[config.mk]
export PLATFORM = sky130hd
export DESIGN_NAME = sh_interval_meter
export DESIGN_NICKNAME = d
export VERILOG_FILES = /design/src/rtl/sh_meter_pkg.sv /design/src/rtl/sh_edge_sync.sv /design/src/rtl/sh_sat_counter.sv /design/src/rtl/sh_interval_ctrl.sv /design/src/rtl/sh_interval_meter.sv
export SDC_FILE = /design/constraint.sdc
export NUM_CORES = 1
export LEC_CHECK = 0
export BUFFER_PORTS_ARGS = -buffer_cell sky130_fd_sc_hd__buf_4
export CAP_MARGIN = 20
export CORE_MARGIN = 8
export CORE_UTILIZATION = 40
export DETAILED_ROUTE_END_ITERATION = 6
export PLACE_DENSITY = 0.59
export SYNTH_ARGS = -nofsm -noshare
export SYNTH_HDL_FRONTEND = slang
export SYNTH_SLANG_ARGS = --single-unit
[constraint.sdc]
create_clock -name clk -period 3.5 [get_ports clk]
set_input_delay 0.7 -clock clk [delete_from_list [all_inputs] [get_ports clk]]
set_output_delay 0.7 -clock clk [all_outputs]
set_load 0.02 [all_outputs]
[src/rtl/sh_meter_pkg.sv]
package sh_meter_pkg;
   typedef enum logic {
      MEAS_UPD_TO_EDGE = 1'b0,
      MEAS_PERIOD      = 1'b1
   } meas_mode_e;

   typedef struct packed {
      meas_mode_e mode;
      logic       sel;
   } meas_cfg_t;
endpackage

[src/rtl/sh_edge_sync.sv]
module sh_edge_sync #(
   parameter int STAGES = 2
) (
   input  logic clk,
   input  logic rst_n,
   input  logic din,
   output logic rise
);
   logic sync_w;
   logic prev_q;

   generate
      if (STAGES > 0) begin : g_sync
         logic [STAGES-1:0] pipe_q;
         always_ff @(posedge clk) begin
            if (!rst_n) begin
               pipe_q <= '0;
            end else begin
               pipe_q[0] <= din;
               for (int i = 1; i < STAGES; i++) pipe_q[i] <= pipe_q[i-1];
            end
         end
         assign sync_w = pipe_q[STAGES-1];
      end else begin : g_bypass
         assign sync_w = din;
      end
   endgenerate

   always_ff @(posedge clk) begin
      if (!rst_n) prev_q <= 1'b0;
      else        prev_q <= sync_w;
   end

   assign rise = sync_w & ~prev_q;

   AST_RISE_SINGLE: assert property (@(posedge clk) disable iff (!rst_n)
      rise |=> !rise);
endmodule

[src/rtl/sh_sat_counter.sv]
module sh_sat_counter #(
   parameter int W = 16
) (
   input  logic         clk,
   input  logic         rst_n,
   input  logic         load,
   output logic [W-1:0] cnt
);
   localparam logic [W-1:0] CNT_MAX = {W{1'b1}};
   localparam logic [W-1:0] CNT_ONE = W'(1);

   logic [W-1:0] cnt_q;

   always_ff @(posedge clk) begin
      if (!rst_n)                 cnt_q <= '0;
      else if (load)              cnt_q <= CNT_ONE;
      else if (cnt_q != CNT_MAX)  cnt_q <= cnt_q + CNT_ONE;
   end

   assign cnt = cnt_q;

   AST_SAT_HOLD: assert property (@(posedge clk) disable iff (!rst_n)
      (cnt_q == CNT_MAX) && !load |=> cnt_q == CNT_MAX);
   AST_LOAD_ONE: assert property (@(posedge clk) disable iff (!rst_n)
      load |=> cnt_q == CNT_ONE);
endmodule

[src/rtl/sh_interval_ctrl.sv]
module sh_interval_ctrl
   import sh_meter_pkg::*;
#(
   parameter int W = 16
) (
   input  logic         clk,
   input  logic         rst_n,
   input  logic         rise_a,
   input  logic         rise_b,
   input  logic         sel_b,
   input  logic         mode_period,
   input  logic         upd_pulse,
   input  logic [W-1:0] cnt,
   output logic         load,
   output logic [W-1:0] interval,
   output logic         interval_valid
);
   meas_cfg_t    cfg_q, cfg_in;
   logic         chg, rise_sel, hit;
   logic         seen_q, armed_q, valid_q;
   logic [W-1:0] interval_q;

   assign cfg_in   = '{mode: meas_mode_e'(mode_period), sel: sel_b};
   assign chg      = (cfg_in != cfg_q);
   assign rise_sel = sel_b ? rise_b : rise_a;

   always_comb begin
      hit  = !chg && rise_sel && seen_q && (mode_period || armed_q);
      load = chg || (mode_period ? rise_sel : upd_pulse);
   end

   always_ff @(posedge clk) begin
      if (!rst_n) begin
         cfg_q   <= '{mode: MEAS_UPD_TO_EDGE, sel: 1'b0};
         seen_q  <= 1'b0;
         armed_q <= 1'b0;
      end else if (chg) begin
         cfg_q   <= cfg_in;
         seen_q  <= 1'b0;
         armed_q <= 1'b0;
      end else begin
         if (rise_sel)       seen_q  <= 1'b1;
         if (upd_pulse)      armed_q <= 1'b1;
         else if (rise_sel)  armed_q <= 1'b0;
      end
   end

   always_ff @(posedge clk) begin
      if (!rst_n) begin
         valid_q    <= 1'b0;
         interval_q <= '0;
      end else begin
         valid_q <= hit;
         if (hit) interval_q <= cnt;
      end
   end

   assign interval       = interval_q;
   assign interval_valid = valid_q;

   AST_VALID_PULSE: assert property (@(posedge clk) disable iff (!rst_n)
      valid_q |=> !valid_q);
   AST_HOLD_RESULT: assert property (@(posedge clk) disable iff (!rst_n)
      !valid_q |-> $stable(interval_q));
   AST_CHANGE_QUIET: assert property (@(posedge clk) disable iff (!rst_n)
      chg |=> !valid_q);
   AST_NEED_UPDATE: assert property (@(posedge clk) disable iff (!rst_n)
      !mode_period && !armed_q && !upd_pulse |=> !valid_q);
endmodule

[src/rtl/sh_interval_meter.sv]
module sh_interval_meter #(
   parameter int CNT_W       = 16,
   parameter int SYNC_STAGES = 2
) (
   input  logic             clk,
   input  logic             rst_n,
   input  logic             strobe_a,
   input  logic             strobe_b,
   input  logic             sel_b,
   input  logic             mode_period,
   input  logic             upd_pulse,
   output logic [CNT_W-1:0] interval,
   output logic             interval_valid
);
   localparam int N_STROBE = 2;

   initial begin : p_param_chk
      assert (CNT_W >= 2) else $error("CNT_W must be at least 2");
      assert (SYNC_STAGES >= 0 && SYNC_STAGES <= 4) else $error("SYNC_STAGES out of range");
   end

   logic [N_STROBE-1:0] strobe_in, rise_v;
   logic                load;
   logic [CNT_W-1:0]    cnt;

   assign strobe_in = {strobe_b, strobe_a};

   generate
      for (genvar g = 0; g < N_STROBE; g++) begin : g_edge
         sh_edge_sync #(.STAGES(SYNC_STAGES)) u_edge (
            .clk  (clk),
            .rst_n(rst_n),
            .din  (strobe_in[g]),
            .rise (rise_v[g])
         );
      end
   endgenerate

   sh_sat_counter #(.W(CNT_W)) u_cnt (
      .clk  (clk),
      .rst_n(rst_n),
      .load (load),
      .cnt  (cnt)
   );

   sh_interval_ctrl #(.W(CNT_W)) u_ctrl (
      .clk           (clk),
      .rst_n         (rst_n),
      .rise_a        (rise_v[0]),
      .rise_b        (rise_v[1]),
      .sel_b         (sel_b),
      .mode_period   (mode_period),
      .upd_pulse     (upd_pulse),
      .cnt           (cnt),
      .load          (load),
      .interval      (interval),
      .interval_valid(interval_valid)
   );
endmodule

=== After elaboration in Yosys (flattened, before gate mapping) ===
Cells that the tools add are included.

* Register bits: 43

* Add/sub/neg operators: 1
* Equality and inequality tests: 2
* Multiplexer cells: 6
* Bitwise gates (word level): 5
* Reduce and logical (&&, ||, !) cells: 10

{| class="wikitable"
|+ Operators by type and width
! kind !! number
|-
| $add A16 B1 Y16 const B || 1
|-
| $ne A16 B16 Y1 const B || 1
|-
| $mux W1 || 6
|-
| $reduce_bool A2 Y1 || 2
|-
| $reduce_or A2 Y1 || 2
|-
| $logic_and A1 B1 Y1 || 3
|-
| $not A1 Y1 || 3
|-
| $and A1 B1 Y1 || 2
|-
| $logic_or A1 B1 Y1 || 2
|-
| $ne A2 B2 Y1 || 1
|-
| $logic_not A1 Y1 || 1
|}

=== Longest topological paths before layout ===
Gate-level depths: netlist of run 1.

* Depth in word-level cells: 6
* Gate-level depth with buffers: 5
* Depth with buffers taken out: 5

=== By module ===
From an unflattened synthesis of run 1, not the netlist that was laid out.

* Cell total of the unflattened synthesis: 200
* Area, all modules: 1863.0 sq um

{| class="wikitable"
|+ By module, submodules not included
! module !! times used !! cells each !! area an instance (sq um)
|-
| sh_interval_ctrl || 1 || 90 || 844.6
|-
| sh_sat_counter || 1 || 96 || 833.3
|-
| sh_edge_sync || 2 || 7 || 92.6
|}

=== Worst setup path before layout of run 1 ===
No wires, ideal clock.

* Path kind: input port to flip-flop
* Start point: input sel_b
* End point: register u_ctrl.interval_q[0] (netlist: u_ctrl.interval[0])
* Library setup time: 123 ps
* Data arrival time: 1903 ps
* Data required time: 3377 ps
* Setup slack: 1474 ps
* Cell stages on the path: 4
* Path buffers: 1
* Path through: or3b_4 -> a2111oi_4 -> clkbuf_2 -> o21ai_0

* Word-level cells in the longest chain between the ends: 5
* Elaborated cells between the ends (all ways): 6

{| class="wikitable"
|+ Ends and longest elaborated chain
! element !! RTL line !! RTL
|-
| start: declaration || sh_interval_meter.sv:9 || <nowiki>input logic sel_b,</nowiki>
|-
| $ne A2 B2 Y1 || sh_interval_ctrl.sv:24 || <nowiki>assign chg = (cfg_in != cfg_q);</nowiki>
|-
| $logic_not A1 Y1 || sh_interval_ctrl.sv:28 || <nowiki>hit = !chg && rise_sel && seen_q && (mode_period || armed_q);</nowiki>
|-
| $logic_and A1 B1 Y1 (*) (3 in a row) || sh_interval_ctrl.sv:28 ||
|-
| end signal: assignment || sh_interval_ctrl.sv:54 || <nowiki>if (hit) interval_q <= cnt;</nowiki>
|-
| end: declaration || sh_interval_ctrl.sv:21 || <nowiki>logic [W-1:0] interval_q;</nowiki>
|}

Mark *: on every way between the ends. The rest lies on a longest branch, timed or not.
A chain may end at the register's enable or synchronous reset.

=== Worst setup path in the final report of run 1 ===
* Start point: register u_cnt.cnt_q[0] (netlist: u_cnt.cnt[0])
* End point: register u_cnt.cnt_q[9] (netlist: u_cnt.cnt[9])

* Word-level cells in the longest chain between the ends: 1
* Elaborated cells between the ends (all ways): 2

{| class="wikitable"
|+ Ends and longest elaborated chain
! element !! RTL line !! RTL
|-
| start: declaration || sh_sat_counter.sv:12 || <nowiki>logic [W-1:0] cnt_q;</nowiki>
|-
| start signal: assignment || sh_sat_counter.sv:17 || <nowiki>else if (cnt_q != CNT_MAX) cnt_q <= cnt_q + CNT_ONE;</nowiki>
|-
| $add A16 B1 Y16 / $ne A16 B16 Y1 (equally long branches) || sh_sat_counter.sv:17 ||
|}

Parallel ways exist; a longest one is shown, timed or not.

==> results of run 1 <==
[stage by stage]
stage          hold WS [ns]  utilization
2_1_floorplan         0.412            -
3_3_place_gp          0.413        0.456
3_5_place_dp          0.417        0.456
4_1_cts               0.430        0.484
5_1_grt               0.458        0.484
6_report              0.431        0.484
[registers in the layout, indices dropped and copies added (netlist names)]
| name | flops |
|---|---|
| g_edge.u_edge.g_sync.pipe_q | 4 |
| g_edge.u_edge.prev_q | 2 |
| u_cnt.cnt | 16 |
| u_ctrl.armed_q | 1 |
| u_ctrl.cfg_q | 2 |
| u_ctrl.interval | 16 |
| u_ctrl.interval_valid | 1 |
| u_ctrl.seen_q | 1 |
[kinds of logic (layout without fill, tap and decap cells)]
| kind of cell | count (synthesis) | in the layout | share of synthesized area |
|---|---|---|---|
| AOI/OAI and AO/OA | 39 | 39 | 0.139 |
| xor gates and xnor gates | 4 | 4 | 0.0198 |
| adders and majority gates | 1 | 1 | 0.00707 |
| buffers and inverters | 15 | 37 | 0.0431 |
| DFF | 43 | 43 | 0.487 |
| muxes | 2 | 2 | 0.0113 |
| and+or+nand+nor | 98 | 98 | 0.293 |
[worst max path at each step]
stage / endpoint / slack [ns] / depth (start not counted)
after global placement: u_cnt.cnt[8]$_SDFFE_PP0P_ / 1.29 / 5
after CTS: u_cnt.cnt[6]$_SDFFE_PP0P_ / 1.33 / 5
final: u_cnt.cnt[9]$_SDFFE_PP0P_ / 1.33 / 5
after detailed placement: u_cnt.cnt[2]$_SDFFE_PP0P_ / 1.27 / 5
after global routing: u_cnt.cnt[9]$_SDFFE_PP0P_ / 1.07 / 5
after floorplan: u_ctrl.interval[0]$_SDFFE_PN0P_ / 1.47 / 4
[cell usage after synthesis (2+ instances only)]
master	count	area share
clkbuf_1	4	0.0085
o21ai_0	22	0.062
buf_6	2	0.013
and2_1	7	0.025
nand4_1	7	0.025
xor2_1	3	0.015
buf_2	3	0.0085
a21oi_1	7	0.020
dfxtp_1	43	0.49
nand3_1	21	0.059
a31oi_1	3	0.011
inv_1	5	0.011
nand2_1	22	0.047
nand3b_1	2	0.0085
nor4_1	4	0.014
or3_1	5	0.018
nor3_1	7	0.020
mux2i_1	2	0.011
nor2_1	14	0.030
and2_2	3	0.013
a211oi_1	2	0.0085
[metal layers]
layer  vias to the layer above  global-route usage
met2                        25               0.184
met4                         0              0.0569
met1                       642               0.154
li1                        759                   -
met3                         6              0.0400
met5                         -                   0
[report_power, final]
group	internal [mW]	total (mW)	switching, mW
Combinational	0.0123	0.0316	0.0192
Sequential	0.495	0.499	0.00448
Clock	0.235	0.411	0.176
[layout make-up]
type | instances | area (µm²) | area share
flip-flops and latches | 43 | 861 | 0.414
inverters | 5 | 18.8 | 0.00903
clock inverters | 2 | 38.8 | 0.0187
repair buffers | 24 | 180 | 0.0867
well taps | 52 | 65.1 | 0.0313
multi-input cells | 144 | 832 | 0.400
clock buffers | 6 | 82.6 | 0.0397
==> summary.txt, run 1 <==
Placed design
  • Port Buf Inserts: 23
  • Placed cell area: 1960 µm²
  • Gpl congestion: 0.732
  • Place WS: 1.27 ns
  • Number of placed instances, taps included: 268
  • Hpwl dp: 2550 µm

Setup path
  • Reg2reg start: u_cnt.cnt[0]$_SDFFE_PN0P_
  • CP top delay family: compound AO/OA/AOI/OAI gates
  • CP cell instances: ha_1, nand4_1, o31ai_2, o21ai_0, a21oi_1
  • Crit Path Max Fanout: 8
  • WS Path Type: reg2reg
  • Crit. Startpoint: u_cnt.cnt[0]$_SDFFE_PN0P_
  • Reg-to-reg endpoint: u_cnt.cnt[9]$_SDFFE_PP0P_
  • Worst Path Arrival: 2.39 ns
  • Crit. End Element: flip-flop
  • FF-to-FF setup slack: 1.33 ns
  • Biggest cell delay along the critical path: 0.57 ns
  • R2r worst-path depth: 5
  • Worst Path Required: 3.72 ns
  • CP max stage cell: o31ai_2
  • Critical Path Start Type: flip-flop
  • CP bufs+invs: 0

Routing
  • Routed len/inst: 13.4 µm
  • Wire length on met1: 1840 µm
  • ANT nets after route: 0
  • Met3 routed wirelength: 187 µm
  • Final WL: 3690 µm
  • Via density: 5.19
  • Length of the first detailed-routing pass in iterations: 4
  • Vias: 1432
  • DRC: 0
  • Top layer reached by signal wires: met4
  • Metal2 WL: 1610 µm
  • Initial drt markers: 84

Logic synthesis
  • Sequential area share after synthesis: 0.487
  • Syn_area_per_cell: 8.76 µm²
  • Cell Area, Synth: 1770 µm²
  • Netlist cell types: 35
  • Yosys warning count: 0
  • Yosys reg bits: 43
  • Asr flop ratio synth: 0
  • Post-synth EDFFs: 0
  • Syn Inst Count: 202
  • Synth Net Count: 210
  • Main synth FF type: dfxtp_1

STA
  • Post-Route Setup TNS: 0 ns
  • Endpoints failing setup: 0
  • Setup slack after layout: 1.33 ns
  • RSZ-0062 raised after global routing: no
  • Fin. Hold Viols: 0
  • Relative slew slack: 0.610
  • Final Max Slew Viols: 0
  • Final Critical Period: 2.17 ns
  • Clock skew: 0.00704 ns
  • Tcrit/Tclk final: 0.621
  • Maximum clock rate: 460 MHz
  • Worst slew pin tran: 0.583 ns

Floorplan
  • Die Span Y: 82.5 µm
  • Top-level port count: 24
  • Row count: 24
  • Die ar.: 6810 µm²
  • Initial core utilization: 0.412
  • Die X: 82.5 µm
  • Core area: 4290 µm²

Worst hold path
  • HP Start: g_edge[0].u_edge.g_sync.pipe_q[0]$_SDFF_PN0_
  • Hold crit path type: reg2reg
  • Hold depth: 1
  • Hold-critical path endpoint: g_edge[0].u_edge.g_sync.pipe_q[1]$_SDFF_PN0_

Final layout
  • Commonest non-fill, non-tap cell in the layout: dfxtp_1
  • Area Growth Syn to Fin: 17.5%
  • Most frequent cells in the layout: 43 x dfxtp_1, 24 x buf_4, 22 x o21ai_0, 22 x nand2_1, 21 x nand3_1
  • Finished layout cell area: 2080 µm²
  • Fillcell total: 443
  • Layout cells sized above 1: 0.179
  • Non-Filler Instances: 276
  • N_diodes: 0
  • Nets: 231

CTS
  • CTS tree: built
  • CTS buffer count: 5
  • Worst-path clk slew: 0.09 ns
  • Worst-Skew Late Latency: 0.30 ns
  • # Post-CTS Setup Buffers: 0
  • Post-CTS Resized: 0
  • CTS sink count: 43
  • Max Root-Sink Buffers: 2
  • Clk root buf: clkbuf_8
  • H-tree depth: 2
  • Post-CTS Hold Fix Bufs: 0

GRT
  • Vias in the first global route: 1386
  • First-pass GRT wire length: 6330 µm
  • Initial antenna violation count: 0
  • Largest net degree at the start of global routing: 45
  • Total track usage: 0.122
  • GR Overflow Total: 0

Flow run
  • Max cap viols: 0

Outcome
  • Status: complete, no violations

Pwr
  • PwrDens: 453 nW/µm²
  • Static Leak: 0.730 nW
  • Maximum VDD drop: 0.247 mV
  • Total Power: 0.942 mW
Power figures use the tool's default switching activity.
==> run 2, diff against run 1 <==
--- a/config.mk
+++ b/config.mk
@@ -5,12 +5,13 @@
 export SDC_FILE = /design/constraint.sdc
 export NUM_CORES = 1
 export LEC_CHECK = 0
+export ABC_AREA = 1
 export BUFFER_PORTS_ARGS = -buffer_cell sky130_fd_sc_hd__buf_4
 export CAP_MARGIN = 20
 export CORE_MARGIN = 8
 export CORE_UTILIZATION = 40
 export DETAILED_ROUTE_END_ITERATION = 6
-export PLACE_DENSITY = 0.59
+export PLACE_DENSITY = 0.61
 export SYNTH_ARGS = -nofsm -noshare
 export SYNTH_HDL_FRONTEND = slang
 export SYNTH_SLANG_ARGS = --single-unit
==> constraint.sdc (replaced) <==
create_clock -name clk -period 1.75 [get_ports clk]
set_input_delay 0.35 -clock clk [delete_from_list [all_inputs] [get_ports clk]]
set_output_delay 0.35 -clock clk [all_outputs]
set_load 0.02 [all_outputs]
==> summary.txt, run 2 <==
Placed design
  • Gpl congestion: 0.841 (+15%)
  • Placed cell area: 2130 µm² (+8.7%)
  • Number of placed instances, taps included: 333 (+24%)
  • Port Buf Inserts: 23 (unchanged)
  • Hpwl dp: 2790 µm (+9.5%)

STA
  • Fin. Hold Viols: 0 (unchanged)
  • Final Critical Period: 1.44 ns (-0.731 ns)
  • Tcrit/Tclk final: 0.824 (+0.203)
  • Maximum clock rate: 694 MHz (+51%)
  • RSZ-0062 raised after global routing: no
  • Post-Route Setup TNS: 0 ns (unchanged)
  • Worst slew pin tran: 0.248 ns (-0.335 ns)
  • Relative slew slack: 0.834 (+0.224)
  • Clock skew: 0.00405 ns (-0.00298 ns)
  • Endpoints failing setup: 0 (unchanged)
  • Final Max Slew Viols: 0 (unchanged)

Floorplan
  • Die X: 84.8 µm (+2.8%)
  • Row count: 25 (+4.2%)
  • Top-level port count: 24 (unchanged)
  • Core area: 4660 µm² (+8.5%)
  • Initial core utilization: 0.407 (-0.00529)
  • Die ar.: 7200 µm² (+5.7%)
  • Die Span Y: 84.8 µm (+2.8%)

Logic synthesis
  • Synth Net Count: 266 (+27%)
  • Yosys reg bits: 43 (unchanged)
  • Netlist cell types: 25 (-29%)
  • Asr flop ratio synth: 0 (unchanged)
  • Sequential area share after synthesis: 0.454 (-0.0324)
  • Syn Inst Count: 258 (+28%)
  • Yosys warning count: 0 (unchanged)
  • Post-synth EDFFs: 0 (unchanged)
  • Most area-hungry cell type in the Yosys netlist: dfxtp_1
  • Cell Area, Synth: 1900 µm² (+7.1%)
  • Top post-synthesis cells by area: dfxtp_1 45%, nand2_1 9.9%, nor2_1 9.3%, inv_1 6.1%, nand3_1 4.2%
  • Post-synth top cells: 50 x nand2_1, 47 x nor2_1, 43 x dfxtp_1, 31 x inv_1, 16 x nand3_1
  • Count leader, synth: nand2_1
  • Post-synth top area share: 0.454 (-0.0324)
  • Syn_area_per_cell: 7.35 µm² (-16%)
  • Main synth FF type: dfxtp_1

CTS
  • Post-CTS Resized: 0 (unchanged)
  • H-tree depth: 2 (unchanged)
  • Max Root-Sink Buffers: 2 (unchanged)
  • Worst-path clk slew: 0.08 ns (about the same)
  • Post-CTS Hold Fix Bufs: 0 (unchanged)
  • CTS tree: built
  • Clk root buf: clkbuf_8
  • Worst-Skew Late Latency: 0.29 ns (about the same)
  • CTS buffer count: 5 (unchanged)
  • CTS sink count: 43 (unchanged)
  • # Post-CTS Setup Buffers: 0 (unchanged)

Routing
  • Via density: 4.64 (-11%)
  • DRC: 0 (unchanged)
  • ANT nets after route: 0 (unchanged)
  • Initial drt markers: 64 (-24%)
  • Final WL: 3720 µm (+0.79%)
  • Length of the first detailed-routing pass in iterations: 4 (unchanged)
  • Routed len/inst: 10.9 µm (-18%)
  • Vias: 1576 (+10%)

Setup path
  • R2r worst-path depth: 9 (+4)
  • Reg2reg start: u_cnt.cnt[0]$_SDFFE_PN0P_
  • Biggest cell delay along the critical path: 0.42 ns (-0.15 ns)
  • Crit. End Element: flip-flop
  • Reg-to-reg endpoint: u_cnt.cnt[10]$_SDFFE_PP0P_
  • CP cell instances: ha_1, nand2_1, nor2_2, nand2_4, nor2_8, inv_4, nand3_1, nand2_1, inv_1
  • Worst Path Arrival: 1.69 ns (-0.70 ns)
  • WS Path Type: reg2reg
  • Worst Path Required: 2.00 ns (-1.72 ns)
  • FF-to-FF setup slack: 0.31 ns (-1.02 ns)
  • CP max stage cell: dfxtp_1
  • Critical Path Start Type: flip-flop
  • Crit Path Max Fanout: 7 (-1)
  • CP most frequent cell: nand2_1

Pwr
  • Maximum VDD drop: 0.341 mV (+38%)
  • Switch share: 0.215 (+0.00250)
  • Sw Pwr: 0.363 mW (+82%)
  • Seq pwr share: 0.590 (+0.060)
  • Combinational power share: 0.040 (+0.006)
  • PwrDens: 763 nW/µm² (+68%)
  • Clock network fraction of design power: 0.370 (-0.067)
  • Cell Int Power: 1.33 mW (+79%)
  • Static Leak: 1.07 nW (+47%)

GRT
  • GR Overflow Total: 0 (unchanged)
  • Total track usage: 0.116 (-0.00600)
  • Initial antenna violation count: 0 (unchanged)
  • First-pass GRT wire length: 6770 µm (+6.9%)
  • Grt peak-use layer: met2
  • Vias in the first global route: 1566 (+13%)
  • Met3 Track Usage GR: 0.0454 (+0.00532)
  • Met2 track demand over resource: 0.189 (+0.00495)
  • GR Util met1: 0.132 (-0.0220)
  • Largest net degree at the start of global routing: 29 (-36%)

Final layout
  • Layout cells sized above 1: 0.203 (+0.0242)
  • Commonest non-fill, non-tap cell in the layout: nand2_1
  • N_diodes: 0 (unchanged)
  • Final Util: 0.475 (-0.00881)
  • Area Growth Syn to Fin: 16.8%
  • Nets: 294 (+27%)
  • Non-Filler Instances: 340 (+23%)
  • Finished layout cell area: 2210 µm² (+6.6%)
  • Most frequent cells in the layout: 50 x nand2_1, 47 x nor2_1, 43 x dfxtp_1

Worst hold path
  • Hold-critical path endpoint: g_edge[0].u_edge.g_sync.pipe_q[0]$_SDFF_PN0_
  • Hold depth: 3 (+2)
  • HP Start: strobe_a
  • Hold crit path type: in2reg

Flow run
  • Max cap viols: 0 (unchanged)

Outcome
  • Status: complete, no violations
==> run 2: cell count changes after synthesis, sizes merged, moves of 3 or more <==
cell	change
a31oi	-3
and2	-9
inv	+30
nand2	+32
nand3	-5
nand4	-3
nor2	+48
nor3	-7
nor4	-5
o21ai	-4
or3	-5
xnor2	+7
==> run 2: cell type report <==
type	count	area (µm²)
Clock buffer	6	82.6
Clock inverter	1	5.00
Fill cell	492	2450
Inverter	35	136
Multi-Input combinational cell	174	860
Sequential cell	43	861
Tap cell	54	67.6
Timing Repair Buffer	27	203
==> run 2: stage by stage <==
step           worst slack (ns)  total power [mW]  hold slack [ns]
6_report                  0.308              1.69            0.237
5_1_grt                   0.151              1.77            0.229
4_1_cts                   0.297              1.71            0.232
3_5_place_dp              0.251              1.09            0.401
3_3_place_gp              0.270              1.09            0.394
2_1_floorplan             0.391              1.06            0.390
==> run 2: kinds of logic (layout without fill, tap and decap cells) <==
group	Yosys count	count (layout)	share of synthesized area
xor+xnor	9	9	0.0455
flops	43	43	0.454
compound gates	26	26	0.0686
fa+ha+maj	1	1	0.00660
simple gates	138	138	0.333
buf+inv	41	69	0.0924
==> run 2: worst max-delay path by stage <==
stage                                    startpoint                         end  slack (ns)  depth (start not counted)
after global routing      u_cnt.cnt[0]$_SDFFE_PN0P_  u_cnt.cnt[15]$_SDFFE_PP0P_        0.15                          9
after floorplan           u_cnt.cnt[0]$_SDFFE_PN0P_  u_cnt.cnt[15]$_SDFFE_PP0P_        0.39                          9
after CTS                 u_cnt.cnt[0]$_SDFFE_PN0P_  u_cnt.cnt[11]$_SDFFE_PP0P_        0.30                          9
after detailed placement                mode_period   u_cnt.cnt[7]$_SDFFE_PP0P_        0.25                          7
final                     u_cnt.cnt[0]$_SDFFE_PN0P_  u_cnt.cnt[10]$_SDFFE_PP0P_        0.31                          9
after global placement                  mode_period  u_cnt.cnt[11]$_SDFFE_PP0P_        0.27                          8
==> run 2: power groups by stage <==
stage / Sequential (mW) / Clock [mW] / Combinational (mW)
after floorplan: 1.02 / 0 / 0.0465
after global placement: 1.02 / 0 / 0.0683
after detailed placement: 1.02 / 0 / 0.0691
after CTS: 0.997 / 0.648 / 0.0693
after global routing: 0.999 / 0.693 / 0.0783
final: 0.997 / 0.625 / 0.0683
==> run 2: worst max-delay path: cells and delay by family, from the launching register on <==
kind | cells | cell delay (ns)
adder cells (fa/ha/maj) | 1 | 0.20
flip-flops | 1 | 0.42
AND/OR/NAND/NOR | 6 | 0.66
buffers and inverters | 2 | 0.12
==> run 2: routing by layer <==
| layer | share of wire | wire, µm |
|---|---|---|
| met4 | 0.016 | 59 |
| met1 | 0.49 | 1810 |
| met5 | 0 | 0 |
| met2 | 0.44 | 1620 |
| met3 | 0.062 | 232 |
==> run 3, diff against run 2 <==
--- a/config.mk
+++ b/config.mk
@@ -5,13 +5,13 @@
 export SDC_FILE = /design/constraint.sdc
 export NUM_CORES = 1
 export LEC_CHECK = 0
-export ABC_AREA = 1
+export ABC_AREA = 0
 export BUFFER_PORTS_ARGS = -buffer_cell sky130_fd_sc_hd__buf_4
 export CAP_MARGIN = 20
 export CORE_MARGIN = 8
 export CORE_UTILIZATION = 40
 export DETAILED_ROUTE_END_ITERATION = 6
-export PLACE_DENSITY = 0.61
+export PLACE_DENSITY = 0.59
 export SYNTH_ARGS = -nofsm -noshare
 export SYNTH_HDL_FRONTEND = slang
 export SYNTH_SLANG_ARGS = --single-unit
==> constraint.sdc (replaced) <==
create_clock -name clk -period 1.44 [get_ports clk]
set_input_delay 0.288 -clock clk [delete_from_list [all_inputs] [get_ports clk]]
set_output_delay 0.288 -clock clk [all_outputs]
set_load 0.02 [all_outputs]
==> summary.txt, run 3 (synthesized netlist as in run 1, its figures left out) <==
Setup path
  • Biggest cell delay along the critical path: 0.39 ns (-0.03 ns)
  • Crit. End Element: flip-flop
  • Critical Path Start Type: flip-flop
  • WS Path Type: reg2reg
  • Worst Path Required: 1.67 ns (-0.33 ns)
  • CP top delay family: simple AND/OR/NAND/NOR gates
  • CP cell instances: or3b_4, a2111oi_4, buf_6, clkbuf_16, nand3_1, o21ai_1
  • CP bufs+invs: 2 (unchanged)
  • CP max stage cell: or3b_4
  • Crit Path Max Fanout: 8 (+1)
  • Worst Path Arrival: 1.89 ns (+0.20 ns)

CTS
  • H-tree depth: 2 (unchanged)
  • CTS tree: built
  • Worst-path clk slew: 0.08 ns (about the same)
  • Clk root buf: clkbuf_8
  • CTS buffer count: 5 (unchanged)
  • Max Root-Sink Buffers: 2 (unchanged)
  • Worst-Skew Late Latency: 0.29 ns (about the same)
  • CTS sink count: 43 (unchanged)

Routing
  • Routed len/inst: 14.2 µm (+30%)
  • Via density: 5.18 (+12%)
  • DRC: 0 (unchanged)
  • Final WL: 4520 µm (+21%)
  • Length of the first detailed-routing pass in iterations: 4 (unchanged)
  • Initial drt markers: 77 (+20%)
  • Vias: 1647 (+4.5%)
  • ANT nets after route: 0 (unchanged)

Pwr
  • Static Leak: 1.01 nW (-5.6%)
  • PwrDens: 886 nW/µm² (+16%)
  • Maximum VDD drop: 0.620 mV (+82%)

Final layout
  • N_diodes: 0 (unchanged)
  • Area Growth Syn to Fin: 46.3%
  • Layout cells sized above 1: 0.376 (+0.173)
  • Nets: 273 (-7.1%)
  • Non-Filler Instances: 318 (-6.5%)
  • Commonest non-fill, non-tap cell in the layout: buf_4
  • Final Util: 0.603 (+0.128)
  • Most frequent cells in the layout: 60 x buf_4, 38 x dfxtp_1, 22 x nand2_1

STA
  • Final Critical Period: 1.67 ns (+0.224 ns)
  • Endpoints failing setup: 33 (+33)
  • Setup slack after layout: -0.226 ns (-0.534 ns)
  • Post-Route Setup TNS: -5.29 ns (-5.29 ns)
  • RSZ-0062 raised after global routing: yes
  • Fin. Hold Viols: 0 (unchanged)
  • Final Max Slew Viols: 0 (unchanged)
  • Worst slew pin tran: 0.381 ns (+0.133 ns)
  • Relative slew slack: 0.743 (-0.0912)
  • Clock skew: 0.00431 ns (+0.000253 ns)
  • Tcrit/Tclk final: 1.16 (+0.333)
  • Maximum clock rate: 600 MHz (-13%)

Floorplan
  • Die ar.: 6810 µm² (-5.4%)
  • Die Span Y: 82.5 µm (-2.8%)
  • Core area: 4290 µm² (-7.9%)
  • Initial core utilization: 0.412 (+0.00529)
  • Row count: 24 (-4.0%)
  • Top-level port count: 24 (unchanged)
  • Die X: 82.5 µm (-2.8%)

Flow run
  • Max cap viols: 0 (unchanged)

GRT
  • Vias in the first global route: 1523 (-2.7%)
  • GR Overflow Total: 0 (unchanged)
  • Initial antenna violation count: 0 (unchanged)
  • First-pass GRT wire length: 7130 µm (+5.4%)
  • Largest net degree at the start of global routing: 34 (+17%)
  • Total track usage: 0.137 (+0.0210)

Placed design
  • Hpwl dp: 3050 µm (+9.0%)
  • Number of placed instances, taps included: 302 (-9.3%)
  • Port Buf Inserts: 23 (unchanged)
  • Gpl congestion: 0.827 (-1.7%)

Outcome
  • Failing checks: setup timing
  • Status: finished, violations left

Worst hold path
  • Hold crit path type: in2reg
run 3: cell count changes in the layout (fill, tap and decap cells not counted), sizes merged, moves of 3 or more:
cell and delta:
nor2 -48, buf +36, nand2 -32, inv -30
and2 +9, nor3 +7, xnor2 -7, nand3 +5
nor4 +5, or3 +5, o21ai +4, a31oi +3
clkbuf +3, nand4 +3
run 3: layer usage:
metal,global-route usage,wire length (µm),up-vias
met1,0.182,2070,759
li1,-,-,843
met2,0.208,2110,38
met5,0,0,-
met4,0.0517,67,0
met3,0.0357,275,7
run 3: final timing paths:
| path | endpoint | from | depth (start not counted) | slack (ns) |
|---|---|---|---|---|
| setup reg to reg | u_ctrl.interval[11]$_SDFFE_PN0P_ | g_edge[0].u_edge.g_sync.pipe_q[1]$_SDFF_PN0_ | 6 | -0.23 |
| setup / recovery | u_ctrl.interval[11]$_SDFFE_PN0P_ | g_edge[0].u_edge.g_sync.pipe_q[1]$_SDFF_PN0_ | 6 | -0.23 |
| hold / removal | g_edge[1].u_edge.g_sync.pipe_q[0]$_SDFF_PN0_ | strobe_b | 2 | 0.20 |
| hold reg to reg | g_edge[1].u_edge.g_sync.pipe_q[1]$_SDFF_PN0_ | g_edge[1].u_edge.g_sync.pipe_q[0]$_SDFF_PN0_ | 1 | 0.44 |
run 3: timing repair:
item	in CTS	in global routing
resized for setup	8	4
setup buffers	3	2
pin swaps	9	4
gates cloned	0	3
endpoints found under the setup margin	32	33
hold buffers	0	0
run 3: through the flow:
step | hold WS, ns | setup WS, ns | power [mW] | area [µm²]
global placement | 0.415 | -0.160 | 1.34 | 2310
finish | 0.202 | -0.226 | 2.29 | 2590
global route | 0.192 | -0.271 | 2.38 | 2590
CTS | 0.194 | -0.142 | 2.30 | 2480
floorplan | 0.405 | -0.107 | 1.30 | 1850
detailed placement | 0.422 | -0.205 | 1.34 | 2310
run 3: layout make-up:
| type | instances | area, µm² |
|---|---|---|
| Tap cell | 52 | 65.1 |
| Clock buffer | 6 | 82.6 |
| Multi-Input combinational cell | 144 | 938 |
| Timing Repair Buffer | 66 | 577 |
| Fill cell | 366 | 1710 |
| Sequential cell | 43 | 872 |
| Inverter | 5 | 18.8 |
| Clock inverter | 2 | 35.0 |
run 3: power by group:
| group | switching [mW] | leakage [nW] | internal (mW) |
|---|---|---|---|
| registers | 0.00704 | 0.351 | 1.20 |
| clock network | 0.412 | 0.0612 | 0.562 |
| logic | 0.0609 | 0.599 | 0.0501 |
